==> src/rtl/cc_alu_pkg.sv <==
package cc_alu_pkg;
   typedef enum logic [3:0] {
      OP_ANDCC  = 4'd0,
      OP_ORCC   = 4'd1,
      OP_NORCC  = 4'd2,
      OP_ADDCC  = 4'd3,
      OP_SRL    = 4'd4,
      OP_AND    = 4'd5,
      OP_OR     = 4'd6,
      OP_NOR    = 4'd7,
      OP_ADD    = 4'd8,
      OP_SHL_S  = 4'd9,
      OP_SHL_L  = 4'd10,
      OP_ZIMM   = 4'd11,
      OP_SIMM   = 4'd12,
      OP_INC1   = 4'd13,
      OP_INCW   = 4'd14,
      OP_ASR_F  = 4'd15
   } alu_op_e;

   localparam int FLAG_N = 3;
   localparam int FLAG_Z = 2;
   localparam int FLAG_V = 1;
   localparam int FLAG_C = 0;
endpackage

==> src/rtl/cc_alu_adder.sv <==
module cc_alu_adder #(
   parameter int WIDTH = 32
) (
   input  logic [WIDTH-1:0] a,
   input  logic [WIDTH-1:0] b,
   output logic [WIDTH-1:0] sum,
   output logic             carry_out,
   output logic             carry_msb
);
   localparam int LOW_W = WIDTH - 1;

   logic [WIDTH-1:0] low_sum;
   logic [1:0]       top_sum;

   // Split the add so the carry into the top bit is visible for overflow.
   assign low_sum   = {1'b0, a[LOW_W-1:0]} + {1'b0, b[LOW_W-1:0]};
   assign carry_msb = low_sum[LOW_W];
   assign top_sum   = {1'b0, a[WIDTH-1]} + {1'b0, b[WIDTH-1]} + {1'b0, carry_msb};
   assign sum       = {top_sum[0], low_sum[LOW_W-1:0]};
   assign carry_out = top_sum[1];
endmodule

==> src/rtl/cc_alu_shift.sv <==
module cc_alu_shift #(
   parameter int WIDTH = 32,
   localparam int SH_W = $clog2(WIDTH)
) (
   input  logic [WIDTH-1:0] din,
   input  logic [SH_W-1:0]  amt,
   input  logic             left,
   input  logic             arith,
   output logic [WIDTH-1:0] dout
);
   logic [WIDTH-1:0] stage [SH_W+1];

   assign stage[0] = din;

   // One level per amount bit; level k moves by 2**k places.
   for (genvar k = 0; k < SH_W; k++) begin : g_level
      localparam int DIST = 1 << k;
      logic [WIDTH-1:0] moved;
      always_comb begin
         if (left)
            moved = stage[k] << DIST;
         else if (arith)
            moved = $unsigned($signed(stage[k]) >>> DIST);
         else
            moved = stage[k] >> DIST;
      end
      assign stage[k+1] = amt[k] ? moved : stage[k];
   end

   assign dout = stage[SH_W];
endmodule

==> src/rtl/cc_alu_flags.sv <==
module cc_alu_flags #(
   parameter int WIDTH = 32
) (
   input  logic [WIDTH-1:0] res,
   input  logic             arith_en,
   input  logic             carry_out,
   input  logic             carry_msb,
   output logic [3:0]       flg
);
   import cc_alu_pkg::*;

   always_comb begin
      flg         = '0;
      flg[FLAG_N] = res[WIDTH-1];
      flg[FLAG_Z] = ~|res;
      flg[FLAG_C] = arith_en & carry_out;
      flg[FLAG_V] = arith_en & (carry_out ^ carry_msb);
   end
endmodule

==> src/rtl/cc_alu_flagreg.sv <==
module cc_alu_flagreg #(
   parameter int FW = 4
) (
   input  logic          clk,
   input  logic          rst_n,
   input  logic          load,
   input  logic [FW-1:0] d,
   output logic [FW-1:0] q
);
   always_ff @(posedge clk or negedge rst_n) begin
      if (!rst_n)
         q <= '0;
      else if (load)
         q <= d;
   end
endmodule

==> src/rtl/cc_alu_core.sv <==
module cc_alu_core #(
   parameter int WIDTH     = 32,
   parameter int IMM_W     = 13,
   parameter int SHL_SHORT = 2,
   parameter int SHL_LONG  = 10,
   parameter int ASR_FIXED = 5,
   parameter int PC_STEP   = 4
) (
   input  logic             clk,
   input  logic             rst_n,
   input  logic [WIDTH-1:0] opa,
   input  logic [WIDTH-1:0] opb,
   input  logic [3:0]       fsel,
   output logic [WIDTH-1:0] result,
   output logic [3:0]       flags,
   output logic             set_cc,
   output logic [3:0]       flags_q
);
   import cc_alu_pkg::*;

   localparam int SH_W  = $clog2(WIDTH);
   localparam int EXT_W = WIDTH - IMM_W;

   if (WIDTH < 8 || (WIDTH & (WIDTH - 1)) != 0) begin : g_bad_width
      $error("cc_alu_core: WIDTH must be a power of two of at least 8");
   end
   if (IMM_W < 2 || IMM_W >= WIDTH) begin : g_bad_imm
      $error("cc_alu_core: IMM_W must lie between 2 and WIDTH-1");
   end
   if (SHL_SHORT >= WIDTH || SHL_LONG >= WIDTH || ASR_FIXED >= WIDTH) begin : g_bad_shift
      $error("cc_alu_core: fixed shift distances must be below WIDTH");
   end

   alu_op_e          op;
   logic [WIDTH-1:0] add_b;
   logic [WIDTH-1:0] sum;
   logic             carry_out;
   logic             carry_msb;
   logic             arith_en;
   logic [SH_W-1:0]  sh_amt;
   logic             sh_left;
   logic             sh_arith;
   logic [WIDTH-1:0] sh_out;

   assign op = alu_op_e'(fsel);

   // Second adder input: operand bus, or a constant step for the increments.
   always_comb begin
      unique case (op)
         OP_INC1: add_b = WIDTH'(1);
         OP_INCW: add_b = WIDTH'(PC_STEP);
         default: add_b = opb;
      endcase
   end

   assign arith_en = (op == OP_ADD) || (op == OP_ADDCC) ||
                     (op == OP_INC1) || (op == OP_INCW);

   cc_alu_adder #(.WIDTH(WIDTH)) u_adder (
      .a         (opa),
      .b         (add_b),
      .sum       (sum),
      .carry_out (carry_out),
      .carry_msb (carry_msb)
   );

   // Shift control: variable amount only for SRL, fixed distances otherwise.
   always_comb begin
      sh_amt   = '0;
      sh_left  = 1'b0;
      sh_arith = 1'b0;
      unique case (op)
         OP_SRL:   sh_amt = opb[SH_W-1:0];
         OP_SHL_S: begin sh_amt = SH_W'(SHL_SHORT); sh_left = 1'b1; end
         OP_SHL_L: begin sh_amt = SH_W'(SHL_LONG);  sh_left = 1'b1; end
         OP_ASR_F: begin sh_amt = SH_W'(ASR_FIXED); sh_arith = 1'b1; end
         default:  ;
      endcase
   end

   cc_alu_shift #(.WIDTH(WIDTH)) u_shift (
      .din   (opa),
      .amt   (sh_amt),
      .left  (sh_left),
      .arith (sh_arith),
      .dout  (sh_out)
   );

   always_comb begin
      unique case (op)
         OP_ANDCC, OP_AND: result = opa & opb;
         OP_ORCC,  OP_OR:  result = opa | opb;
         OP_NORCC, OP_NOR: result = ~(opa | opb);
         OP_ADDCC, OP_ADD, OP_INC1, OP_INCW: result = sum;
         OP_ZIMM:  result = {{EXT_W{1'b0}}, opa[IMM_W-1:0]};
         OP_SIMM:  result = {{EXT_W{opa[IMM_W-1]}}, opa[IMM_W-1:0]};
         default:  result = sh_out;
      endcase
   end

   cc_alu_flags #(.WIDTH(WIDTH)) u_flags (
      .res       (result),
      .arith_en  (arith_en),
      .carry_out (carry_out),
      .carry_msb (carry_msb),
      .flg       (flags)
   );

   assign set_cc = ~fsel[3] & ~fsel[2];

   cc_alu_flagreg #(.FW(4)) u_flagreg (
      .clk   (clk),
      .rst_n (rst_n),
      .load  (set_cc),
      .d     (flags),
      .q     (flags_q)
   );
endmodule

==> config.mk <==
export PLATFORM = sky130hd
export DESIGN_NAME = cc_alu_core
export DESIGN_NICKNAME = d
export VERILOG_FILES = /design/src/rtl/cc_alu_pkg.sv /design/src/rtl/cc_alu_adder.sv /design/src/rtl/cc_alu_shift.sv /design/src/rtl/cc_alu_flags.sv /design/src/rtl/cc_alu_flagreg.sv /design/src/rtl/cc_alu_core.sv
export SDC_FILE = /design/constraint.sdc
export NUM_CORES = 1
export LEC_CHECK = 0
export BUFFER_PORTS_ARGS = -buffer_cell sky130_fd_sc_hd__clkbuf_2
export CAP_MARGIN = 20
export CORE_ASPECT_RATIO = 0.9
export CORE_MARGIN = 2
export CORE_UTILIZATION = 45
export CTS_CLUSTER_SIZE = 12
export DETAILED_ROUTE_END_ITERATION = 10
export GPL_TIMING_DRIVEN = 1
export PLACE_DENSITY = 0.69
export SYNTH_ARGS = -nofsm -noshare
export SYNTH_HDL_FRONTEND = slang
export SYNTH_SLANG_ARGS = --single-unit
==> constraint.sdc <==
create_clock -name clk -period 10.65 [get_ports clk]
set_clock_uncertainty 0.05 [all_clocks]
set_input_delay 1.065 -clock clk [delete_from_list [all_inputs] [get_ports clk]]
set_output_delay 1.065 -clock clk [all_outputs]
set_load 0.02 [all_outputs]
==> reports/qor.tcl <==
set qor(drt-pass1-iter-count) 6
set qor(worstHoldPathCells) 1
set qor(detail_route.wirelength_microns) 41600
set qor(timing.critical_path.max_delay_family) {compound AO/OA/AOI/OAI gates}
set qor(cp.buffers_inverters) 4
set qor(path_cells) {clkbuf_2 -> buf_4 -> nand2_1 -> nor2_2 -> buf_4 -> nor2_1 -> ha_1 -> a211oi_1 -> o21bai_1 -> o2111ai_1 -> a211o_1 -> a21oi_1 -> o21a_1 -> a21o_1 -> a21oi_1 -> fa_1 -> o21ai_0 -> nor3_1 -> o211ai_1 -> nor4_1 -> nand4_1 -> nor2_1 -> clkbuf_2}
set qor(cts_setup_buffers) 0
set qor(seq_area_frac_synth) 0.0136
set qor(yosysUniqueCellTypes) 103
set qor(power.ir.vdd_worst_mv) 0.119
set qor(wire_per_inst_microns) 30.1
set qor(cts_hold_buffers) 0
set qor(cts_sinks) 4
set qor(detailed_place.area_sq_mm) 0.00783
set qor(port-buffer-count) 110
set qor(die-area_sq_mm) 0.0174
set qor(route.detailed.vias_per_inst) 7.65
set qor(crit_required_ns) 9.54
set qor(reg2reg_from) {u_flagreg.q[2]}
set qor(post_cts_sizing) 0
set qor(fraction_of_the_cycle_the_final_worst_path_needs) 0.755
set qor(ys_async_sr_fraction) 1.00
set qor(grt_start_max_net_pins) 62
set qor(rsz_0062_raised_after_global_routing) {false}
set qor(max_slew.worst_pin.slew_ns) 1.24
set qor(gp_congestion) 1.07
set qor(synth_nets) 1241
set qor(critical_path.endpoint_type) {primary output}
set qor(final_layout_size_suffix_gt1_frac) 0.160
set qor(reg2regPathDepth) 2
set qor(synth.yosys.warnings) 0
set qor(status) {complete, no violations}
set qor(final_max_slew_viol_count) 0
set qor(initial_core_util) 0.459
set qor(floorplan.die.height_microns) 125
set qor(final_net_count) 1280
set qor(boundaryPins) 111
set qor(maxSlewHeadroom) 0.171
set qor(fmax_mhz) 124
set qor(r2r_endpoint) {u_flagreg.q[2]}
set qor(tritoncts.num_buffers) 3
set qor(grt_first_pass_wirelength_microns) 60700
set qor(place_hpwl_microns) 31000
set qor(grt.overflow.total) 0
set qor(cts_root_buffer) {clkbuf_16}
set qor(clk_pin_slew_ns) 0.03
set qor(cp_max_fanout) 61
set qor(worstHoldEndpoint) {u_flagreg.q[0]}
set qor(areaGrowthSynthToFinish_pct) 7.31
set qor(synth_flop_cell) {dfrtp_1}
set qor(dp.cells) 1378
set qor(cp_slowest_cell) {buf_4}
set qor(synth.cell_area_sq_mm) 0.00738
set qor(timing.reg2reg.setup_slack_ns) 9.94
set qor(post_synthesis_average_cell_area_sq_um) 6.48
set qor(global_route.usage.total) 0.451
set qor(hold_path_startpoint) {u_flagreg.q[0]}
set qor(synth-edff-count) 0
set qor(pwr_density_cell_mw_per_mm2) 79.9
set qor(die-width_microns) 139
set qor(first_global_vias) 9380
set qor(critical-path-max-stage-delay_ns) 0.52
set qor(critical_path_arrival_ns) 6.93
set qor(clk_path_buf_depth) 2
set qor(h-tree-depth) 1
set qor(final-setup-viol-count) 0
set qor(netlist_instances) 1138
set qor(core_area_sq_mm) 0.0161
set qor(synth-seq-cells) 4
set qor(timing.setup.tns_ns) 0
set qor(hp-class) {reg -> reg}
set qor(drcViolationCount) 0
set qor(largest_reg_flops) 4
set qor(grt_antenna_before_repair) 1
set qor(report.final.hold_viol_count) 0
set qor(clock_insertion_delay_worst_skew_ns) 0.23
set qor(stdcell_area_sq_mm) 0.00792
set qor(max_cap_violation_count) 0
set qor(finalWorstPathRequiredPeriod_ns) 8.04
set qor(core.rowCount) 44
set qor(ant_nets) 0
set qor(detailedRoute.firstIterationViolations) 1708
set qor(routed-via-count) 10600
set qor(cp-start-kind) {input pin}
set qor(max_flop_register) {u_flagreg.q}
set qor(layout.cells.non_filler) 1383
set qor(clock_tree_from_tritoncts) {done}
set qor(power.leakage_nw) 3.10
set qor(largestRegisters) {u_flagreg.q x4}
set qor(crit_type) {in -> out}
power by group:
group          internal [mW]  switching, mW
combinational          0.176          0.379
clock                 0.0480         0.0113
sequential            0.0167       0.000811
logic make-up (layout without fill, tap and decap cells):
group,count (synthesis),after routing,synth area share
xor gates and xnor gates,21,21,0.0259
buffers and inverters,131,168,0.0888
and+or+nand+nor,407,407,0.290
muxes,15,15,0.0212
DFF,4,4,0.0136
other,0,1,0
adders and majority gates,39,39,0.0661
AOI/OAI and AO/OA,521,521,0.495
layout by cell type (no fill, tap or decap), drive strengths merged, types with 11 or more instances in the layout:
cell     count
a211oi      41
nor4        13
nand2       86
ha          31
nor2b       48
a211o       14
a21oi      102
clkbuf     113
a31oi       25
buf         23
a2111oi     15
nor3        46
and3        11
inv         30
o21ai      112
o22ai       24
a21o        23
xnor2       14
nand3       31
nor2        96
o221ai      25
and2        13
o211ai      26
routing by layer:
metal	share of wire	routed length [microns]	vias up	track usage
met2	0.40	16700	925	0.662
met1	0.38	16000	4910	0.611
met5	0	0	-	0
met4	0.060	2480	0	0.194
li1	-	-	4546	-
met3	0.15	6370	204	0.135
layout make-up:
class                           count  area [sq um]
Inverter                           31           116
Sequential cell                     4           100
Multi-Input combinational cell   1003          6630
Fill cell                        1743          8160
Clock buffer                        3          75.1
Tap cell                          207           259
Timing Repair Buffer              134           736
Antenna cell                        1          2.50
stage by stage:
step	worst slack, ns	hold slack, ns	total power [mW]	util
after floorplan	3.68	0.547	0.363	-
after global placement	3.00	0.436	0.547	0.487
after detailed placement	2.71	0.442	0.543	0.487
after CTS	2.70	0.449	0.606	0.492
after global routing	2.13	0.462	0.661	0.492
final	2.61	0.445	0.632	0.493
worst max path at each step:
stage / end / from / cells after the start / slack (ns)
global route: flags[2] / fsel[3] / 23 / 2.13
floorplan: flags[2] / fsel[2] / 24 / 3.68
finish: flags[2] / fsel[3] / 23 / 2.61
detailed placement: flags[2] / fsel[3] / 23 / 2.71
global placement: flags[2] / fsel[3] / 23 / 3.00
CTS: flags[2] / fsel[3] / 23 / 2.70
Yosys cell counts, types with 6 or more instances:
| library cell | count | area share |
|---|---|---|
| a2111oi_0 | 12 | 0.014 |
| a211o_1 | 14 | 0.017 |
| a211oi_1 | 40 | 0.041 |
| a21o_1 | 23 | 0.023 |
| a21oi_1 | 100 | 0.068 |
| a221oi_1 | 10 | 0.012 |
| a22o_1 | 6 | 0.0071 |
| a22oi_1 | 6 | 0.0061 |
| a31oi_1 | 24 | 0.020 |
| and2_1 | 13 | 0.011 |
| and3_1 | 11 | 0.0093 |
| buf_2 | 32 | 0.022 |
| buf_4 | 13 | 0.013 |
| buf_6 | 10 | 0.015 |
| clkbuf_1 | 41 | 0.021 |
| ha_1 | 31 | 0.053 |
| inv_1 | 28 | 0.014 |
| maj3_1 | 6 | 0.0081 |
| mux2i_1 | 10 | 0.014 |
| nand2_1 | 86 | 0.044 |
| nand2b_1 | 9 | 0.0076 |
| nand3_1 | 30 | 0.020 |
| nand4_1 | 10 | 0.0085 |
| nor2_1 | 94 | 0.048 |
| nor2b_1 | 48 | 0.041 |
| nor3_1 | 46 | 0.031 |
| nor3b_1 | 6 | 0.0061 |
| nor4_1 | 13 | 0.011 |
| o211ai_1 | 26 | 0.026 |
| o21a_1 | 8 | 0.0081 |
| o21ai_0 | 105 | 0.071 |
| o221a_2 | 10 | 0.015 |
| o221ai_1 | 23 | 0.027 |
| o22ai_1 | 22 | 0.019 |
| o31ai_1 | 7 | 0.0071 |
| o32ai_1 | 6 | 0.0071 |
| or3_1 | 9 | 0.0076 |
| xnor2_1 | 13 | 0.015 |
| xor2_1 | 7 | 0.0083 |
(Power assumes the default switching activity.)
